$ cat src/rtl/vavg_pkg.sv
package vavg_pkg;
  localparam int LANE_W = 16;
  localparam int LANES  = 4;
  localparam int REGS   = 8;
  localparam int VEC_W  = LANE_W * LANES;
  localparam int IDX_W  = $clog2(REGS);

  typedef logic [VEC_W-1:0] vec_t;
  typedef logic [IDX_W-1:0] idx_t;

  // control to datapath strobes
  typedef struct packed {
    logic capture;
    logic wbEn;
    idx_t wbIdx;
  } vavgStrobes_t;
endpackage

$ cat src/rtl/vavg_lane.sv
module vavg_lane #(
  parameter int W = 16
) (
  input  logic [W-1:0] laneA,
  input  logic [W-1:0] laneB,
  output logic [W-1:0] laneAvg
);
  logic [W:0] laneSum;
  logic [W-1:0] loVal;
  logic [W-1:0] hiVal;

  always_comb begin
    laneSum = {1'b0, laneA} + {1'b0, laneB};
    laneAvg = laneSum[W:1];
  end

  always_comb begin
    loVal = (laneA < laneB) ? laneA : laneB;
    hiVal = (laneA < laneB) ? laneB : laneA;
  end


  always_comb begin
    avg_bounds_chk: assert (laneAvg >= loVal && laneAvg <= hiVal)
      else $error("lane mean outside operand range");
  end
endmodule

$ cat src/rtl/vavg_ctrl.sv
module vavg_ctrl
  import vavg_pkg::*;
(
  input  logic         clk,
  input  logic         rstN,
  input  logic         opValid,
  input  idx_t         opDst,
  output vavgStrobes_t strobes,
  output logic         done
);
  logic pendQ;
  idx_t dstQ;

  always_ff @(posedge clk) begin
    if (!rstN) begin
      pendQ <= 1'b0;
      dstQ  <= '0;
    end else begin
      pendQ <= opValid;
      if (opValid) dstQ <= opDst;
    end
  end

  always_comb begin
    strobes.capture = opValid;
    strobes.wbEn    = pendQ;
    strobes.wbIdx   = dstQ;
    done            = pendQ;
  end


  done_follows_chk: assert property (@(posedge clk) disable iff (!rstN)
    opValid |=> done);

  done_idle_chk: assert property (@(posedge clk) disable iff (!rstN)
    !opValid |=> !done);

  wb_target_chk: assert property (@(posedge clk) disable iff (!rstN)
    opValid |=> strobes.wbIdx == $past(opDst));
endmodule

$ cat src/rtl/vavg_dpath.sv
module vavg_dpath
  import vavg_pkg::*;
(
  input  logic         clk,
  input  logic         rstN,
  input  vavgStrobes_t strobes,
  input  idx_t         srcA,
  input  idx_t         srcB,
  input  logic         ldEn,
  input  idx_t         ldIdx,
  input  vec_t         ldData,
  input  idx_t         rdIdx,
  output vec_t         rdData
);
  logic [REGS-1:0][VEC_W-1:0] regs;
  logic [REGS-1:0][VEC_W-1:0] nextRegs;
  vec_t resQ;
  vec_t opA;
  vec_t opB;
  vec_t laneOut;

  // next-state view of the file; writeback has priority over load
  always_comb begin
    for (int r = 0; r < REGS; r++) begin
      if (strobes.wbEn && strobes.wbIdx == idx_t'(r))
        nextRegs[r] = resQ;
      else if (ldEn && ldIdx == idx_t'(r))
        nextRegs[r] = ldData;
      else
        nextRegs[r] = regs[r];
    end
  end

  always_ff @(posedge clk) begin
    if (!rstN) begin
      for (int r = 0; r < REGS; r++) regs[r] <= '0;
    end else begin
      for (int r = 0; r < REGS; r++) regs[r] <= nextRegs[r];
    end
  end

  // bypassed reads
  always_comb begin
    opA    = nextRegs[srcA];
    opB    = nextRegs[srcB];
    rdData = nextRegs[rdIdx];
  end

  for (genvar k = 0; k < LANES; k++) begin : g_lane
    vavg_lane #(.W(LANE_W)) u_lane (
      .laneA  (opA[k*LANE_W +: LANE_W]),
      .laneB  (opB[k*LANE_W +: LANE_W]),
      .laneAvg(laneOut[k*LANE_W +: LANE_W])
    );
  end

  always_ff @(posedge clk) begin
    if (!rstN)                resQ <= '0;
    else if (strobes.capture) resQ <= laneOut;
  end


  wb_lands_chk: assert property (@(posedge clk) disable iff (!rstN)
    strobes.wbEn |=> regs[$past(strobes.wbIdx)] == $past(resQ));

  wb_wins_chk: assert property (@(posedge clk) disable iff (!rstN)
    (strobes.wbEn && ldEn && strobes.wbIdx == ldIdx) |=> regs[$past(ldIdx)] != $past(ldData) || $past(ldData) == $past(resQ));

  load_lands_chk: assert property (@(posedge clk) disable iff (!rstN)
    (ldEn && !(strobes.wbEn && strobes.wbIdx == ldIdx)) |=> regs[$past(ldIdx)] == $past(ldData));

  res_hold_chk: assert property (@(posedge clk) disable iff (!rstN)
    !strobes.capture |=> $stable(resQ));
endmodule

$ cat src/rtl/vavg_unit.sv
module vavg_unit
  import vavg_pkg::*;
(
  input  logic             clk,
  input  logic             rstN,
  input  logic             opValid,
  input  logic [IDX_W-1:0] opSrcA,
  input  logic [IDX_W-1:0] opSrcB,
  input  logic [IDX_W-1:0] opDst,
  input  logic             ldEn,
  input  logic [IDX_W-1:0] ldIdx,
  input  logic [VEC_W-1:0] ldData,
  input  logic [IDX_W-1:0] rdIdx,
  output logic [VEC_W-1:0] rdData,
  output logic             done
);
  vavgStrobes_t strobes;

  vavg_ctrl u_ctrl (
    .clk    (clk),
    .rstN   (rstN),
    .opValid(opValid),
    .opDst  (opDst),
    .strobes(strobes),
    .done   (done)
  );

  vavg_dpath u_dpath (
    .clk    (clk),
    .rstN   (rstN),
    .strobes(strobes),
    .srcA   (opSrcA),
    .srcB   (opSrcB),
    .ldEn   (ldEn),
    .ldIdx  (ldIdx),
    .ldData (ldData),
    .rdIdx  (rdIdx),
    .rdData (rdData)
  );
endmodule

$ cat config.mk
export PLATFORM = sky130hd
export DESIGN_NAME = vavg_unit
export DESIGN_NICKNAME = d
export VERILOG_FILES = /design/src/rtl/vavg_pkg.sv /design/src/rtl/vavg_lane.sv /design/src/rtl/vavg_ctrl.sv /design/src/rtl/vavg_dpath.sv /design/src/rtl/vavg_unit.sv
export SDC_FILE = /design/constraint.sdc
export NUM_CORES = 2
export LEC_CHECK = 0
export ABC_CLOCK_PERIOD_IN_PS = 4900
export BUFFER_PORTS_ARGS = -buffer_cell sky130_fd_sc_hd__buf_2
export CORE_ASPECT_RATIO = 1.25
export CORE_UTILIZATION = 35
export DETAILED_ROUTE_END_ITERATION = 6
export PLACE_DENSITY = 0.55
export REMOVE_ABC_BUFFERS = 1
export SLEW_MARGIN = 20
export SYNTH_ARGS = -nofsm -noshare
export SYNTH_HDL_FRONTEND = slang
export SYNTH_SLANG_ARGS = --single-unit
$ cat constraint.sdc
create_clock -name clk -period 4.9 [get_ports clk]
set_input_delay 0.735 -clock clk [delete_from_list [all_inputs] [get_ports clk]]
set_output_delay 0.735 -clock clk [all_outputs]
set_load 0.01 [all_outputs]
* Yosys cells after proc, flatten, opt, wreduce, memory -nomap -nowiden *
Index checks and enable logic that the tools add are counted.

storage, ports and cells
  register bits = 580
  latch bits = 0
  memory bits (writable) = 0
  memory bits (read-only) = 0
  word-level logic and storage cells = 72
  memories = 0

operators by class
  add/sub/neg operators = 4
  $mul = 0
  divide/modulo/power cells = 0
  $lt $le $gt $ge = 3
  equality and inequality tests = 14
  shift operators = 0
  mux-type cells = 22
  bitwise logic cells = 0
  reduce and logical (&&, ||, !) cells = 18

operators by type and width
  operator              number
  $mux W64              19
  $bmux W64 S3          3
  $add A16 B16 Y17      4
  $eq A3 B3 Y1 const B  8
  $logic_and A1 B1 Y1   16
  $eq A3 B2 Y1 const B  4
  $lt A3 B4 Y1 const B  3
  $eq A3 B1 Y1 const B  2
  $logic_not A3 Y1      2

* Depth between registers and ports, before layout *
  word-level depth = 7
  depth in mapped cells = 22

* Cells and area by module *
From an unflattened synthesis, not the netlist that was laid out.

second synthesis, totals
  cell total of the unflattened synthesis = 6,305
  area, all modules = 45,020.7 sq um

by module, submodules not included
  module      times used  cells an instance  area each (sq um)  sequential area each (sq um)
  vavg_dpath  1           5,860              41,526.1           11,531.1
  vavg_lane   4           108                835.8              0.0
  vavg_ctrl   1           13                 151.4              80.1

* Least setup slack after synthesis *
No wires, ideal clock.

  path kind = input port to flip-flop
  from = input opSrcA[0]
  to = register u_dpath.resQ[31]
  library setup time = 0.137 ns
  data arrival time = 5.224 ns
  required time = 4.763 ns
  slack = -0.461 ns
  stages on the path = 19
  path buffers = 4
  cell sequence = clkbuf_1 buf_1 clkbuf_1 clkbuf_1 mux4_2 nand2_1 o21ai_0 fa_1 a21o_1 a21o_1 a21o_1 a21oi_1 o21bai_1 a41o_1 a221o_1 a211oi_1 nor2_1 o21ai_0 a31oi_1

on the way
  cells in the longest elaborated chain, start to end = 3

RTL lines
  item                            RTL line          source
  start, declared                 vavg_unit.sv:7    input logic [IDX_W-1:0] opSrcA,
  $bmux W64 S3                    vavg_dpath.sv:44  opA = nextRegs[srcA];
  $mux W64 (implied by the code)  vavg_dpath.sv:44
  $add A16 B16 Y17                vavg_lane.sv:13   laneSum = {1'b0, laneA} + {1'b0, laneB};
  end signal, assigned            vavg_dpath.sv:59  else if (strobes.capture) resQ <= laneOut;
  end, declared                   vavg_dpath.sv:17  vec_t resQ;

Every way passes these cells. The select of a mux whose other input is x is not followed.
A chain may end at the register's enable or synchronous reset.

* Worst setup path after layout *
  from = register u_ctrl.dstQ[2]
  to = register u_dpath.resQ[15]

on the way
  cells in the longest elaborated chain, start to end = 6
  elaborated cells between the ends (all ways) = 29
  those cells by class = 1 x add/sub; 7 x eq/ne; 12 x mux; 9 x reduce/logical

RTL lines
  item                                  RTL line                            source
  start, declared                       vavg_ctrl.sv:12                     idx_t dstQ;
  start signal, assigned                vavg_ctrl.sv:20                     if (opValid) dstQ <= opDst;
  $eq A3 B1 Y1 (tied with other cells)  vavg_dpath.sv:25                    if (strobes.wbEn && strobes.wbIdx == idx_t'(r))
  $logic_and A1 B1 Y1                   vavg_dpath.sv:25
  $mux W64                              vavg_dpath.sv:25
  $bmux W64 S3 (on tied branches)       vavg_dpath.sv:44, vavg_dpath.sv:45
  $mux W64 (on tied branches)           vavg_dpath.sv:44, vavg_dpath.sv:45
  $add A16 B16 Y17 *                    vavg_lane.sv:13

Every way passes the cells marked *; elsewhere a longest branch is shown, timed or not. The select of a mux whose other input is x is not followed.

==> flow_summary.yaml <==
run_status:
  status: "finished, final reports clean"
die:
  fp-row-count: 138
  die_x_um: 305.3
  pin_count: 148
  start_util: 0.3543
  dieArea_mm2: 0.1164
  die_y_um: 381.2
  core_area_mm2: 0.1136
power:
  power_leakage_uw: 0.02080
  totalPowerFinal_uw: 12840
  vdd_drop_max_mv: 0.2747
  power_density_mw_per_mm2: 266.1
clocking:
  cts_made_buffers: 70
  htree_levels: 3
  cts.sinks: 580
  cts_tree: "built"
  clock_path_buffers: 3
  clk_pin_slew_ns: 0.06
  clk_latency_ns: 0.63
  hold_buffers: 0
  clock-root-buffer: "clkbuf_16"
cells_and_area:
  fin_util: 0.4246
  instances_no_fill: 6321
  drive_above_1_share: 0.2531
  final_common_cell: "nor2_1"
  final_cell_mix: "nor2_1, dfxtp_1, mux2i_1, buf_4, a21oi_1"
  area_growth_pct: 19.86
  fillers: 11245
  final_nets: 4939
place:
  dp.cells: 6170
  io_buffer_count: 147
  place_congestion: 0.8878
  hpwl_um: 100500
drt:
  drt_iter0_markers: 2910
  vias_per_cell: 5.731
  drc: 0
  dr_total_vias: 36225
  wl_per_cell_um: 23.59
  first_pass_iters: 5
  routed_wl_um: 149100
  ant_nets: 0
synthesis:
  ys.flop_type: "dfxtp_1"
  yosys_warnings: 0
  async_reset_ff_frac: 0
  synth_area_per_cell_um2: 8.885
  ys_types: 77
  netlist_area_mm2: 0.04025
  yosysSeqAreaShare: 0.2885
  postSynthCellCount: 4530
  synth_edf_count: 0
  synth_seq_cells: 580
sta:
  timing.max_slew.rel_slack: 0.3173
  tightest_slew_ns: 1.024
  finalMaxSlewViolations: 0
  fin_crit_ns: 4.681
  post-route-period-util: 0.9554
  fin_tns_setup_ns: 0
  fmax_mhz: 213.6
  setup_viol: 0
  fin_worst_skew_ns: 0.02772
  hold_viol: 0
job:
  drv_cap: 0
min_path:
  min_path_type: "input port to register"
critical_path:
  start_kind: "register"
  worst-setup-path-type: "register to register"
  critPathRequiredTime_ns: 5.37
  path_max_fanout: 21
  worstSetupEndpointType: "register"
  crit_arrival_ns: 5.15
grt:
  grt-ovfl-total: 0
  grt_usage: 0.2507
  grt_max_degree: 166
  grt_pass1_wl_um: 224300
  antenna_found_initial: 18
  grt_pass1_vias: 35482
-- power breakdown --
| group | internal, uW | total, uW | switching [uW] |
|---|---|---|---|
| clock | 3270 | 5530 | 2260 |
| combinational | 1020 | 2310 | 1290 |
| sequential | 4860 | 4990 | 131 |
| total | 9150 | 12800 | 3690 |
-- worst max-delay path: stages, from the launching register on --
cell and delay, ns:
dfxtp_4 0.43, buf_4 0.20, and4b_4 0.25, buf_12 0.16, buf_12 0.17, nor2_1 0.18, nand4_1 0.13, o21ai_0 0.12
a2111oi_2 0.09, nand3_1 0.14, inv_1 0.09, fa_1 0.47, a21o_1 0.23, a21o_1 0.23, a21o_1 0.22, a21o_1 0.22
a21oi_2 0.18, o21ai_1 0.13, a21o_1 0.21, a21o_1 0.22, a221oi_4 0.26, nand2b_1 0.14, a31oi_1 0.08
-- area by class of cell --
| cell class | instances | area [um^2] | share of cell area |
|---|---|---|---|
| Sequential cell | 580 | 11620 | 0.2409 |
| Inverter | 20 | 90.09 | 0.001867 |
| Tap cell | 1470 | 1839 | 0.03812 |
| Timing Repair Buffer | 702 | 5540 | 0.1148 |
| Clock buffer | 101 | 2122 | 0.04399 |
| Clock inverter | 23 | 259.0 | 0.005369 |
| Multi-Input combinational cell | 3418 | 26750 | 0.5545 |
| Antenna cell | 7 | 17.52 | 0.0003631 |
-- flip-flops by register name, summed over array words and instances, names as in the netlist --
register / count
u_dpath.regs: 512
u_dpath.resQ: 64
u_ctrl.dstQ: 3
u_ctrl.done: 1
-- final timing paths --
| path | from | end | slack [ns] | cells past startpoint |
|---|---|---|---|---|
| setup reg to reg | u_ctrl.dstQ[2] | u_dpath.resQ[15] | 0.22 | 22 |
| hold / removal | opDst[0] | u_ctrl.dstQ[0] | 0.36 | 3 |
| hold reg to reg | u_ctrl.dstQ[1] | u_ctrl.dstQ[1] | 0.62 | 2 |
| setup / recovery | u_ctrl.dstQ[2] | u_dpath.resQ[15] | 0.22 | 22 |
-- cell families after synthesis --
family          Yosys count  share of synthesized area
buf+inv                 533                    0.05067
xor+xnor                 45                   0.009792
flops                   580                     0.2885
fa+ha+maj                64                    0.02064
simple gates           1463                     0.1624
compound gates          927                     0.1260
mux                     918                     0.3419
-- layer usage --
metal | track usage | share of wire
met5 | 0 | 0.00046
met1 | 0.3206 | 0.42
met2 | 0.4205 | 0.48
met3 | 0.03521 | 0.057
met4 | 0.1071 | 0.039
-- synth_stat cells, types with 8 or more instances --
| master | number | area [um^2] |
|---|---|---|
| nor3_1 | 19 | 95.09 |
| inv_1 | 17 | 63.81 |
| a21o_1 | 31 | 232.7 |
| o21a_1 | 9 | 67.56 |
| o21ai_0 | 280 | 1401 |
| nand2b_1 | 13 | 81.33 |
| mux4_2 | 365 | 8220 |
| xnor2_1 | 30 | 262.8 |
| buf_2 | 22 | 110.1 |
| mux2i_1 | 547 | 5475 |
| nor2_1 | 765 | 2872 |
| nand2_1 | 295 | 1107 |
| o211ai_1 | 12 | 90.09 |
| a21oi_1 | 483 | 2417 |
| dfxtp_1 | 580 | 11610 |
| ha_1 | 60 | 750.7 |
| nand4_1 | 12 | 75.07 |
| a211oi_1 | 29 | 217.7 |
| and3_1 | 8 | 50.05 |
| xor2_1 | 15 | 131.4 |
| nand3_1 | 34 | 170.2 |
| a31oi_1 | 21 | 131.4 |
| and2_1 | 265 | 1658 |
| buf_1 | 72 | 270.3 |
| clkbuf_1 | 417 | 1565 |
| nand4b_1 | 11 | 96.34 |
-- stage by stage --
stage                     worst slack (ns)  area (um^2)  hold WS [ns]
final                               0.2186        48240        0.3647
after global placement             -0.4006        45530        0.5980
after detailed placement           -0.5097        45530        0.6059
after floorplan                     -10.25        38290        0.5252
after CTS                        0.0001896        47940        0.3220
after global routing             -0.004263        48240        0.3565
-- repair_timing --
item	in CTS	in global routing
endpoints found under the setup margin	10	22
pin swaps	1	5
buffers inserted	1	19
resized for setup	5	27
cloned	0	1
No activity file was read; power rests on OpenSTA's default activity.
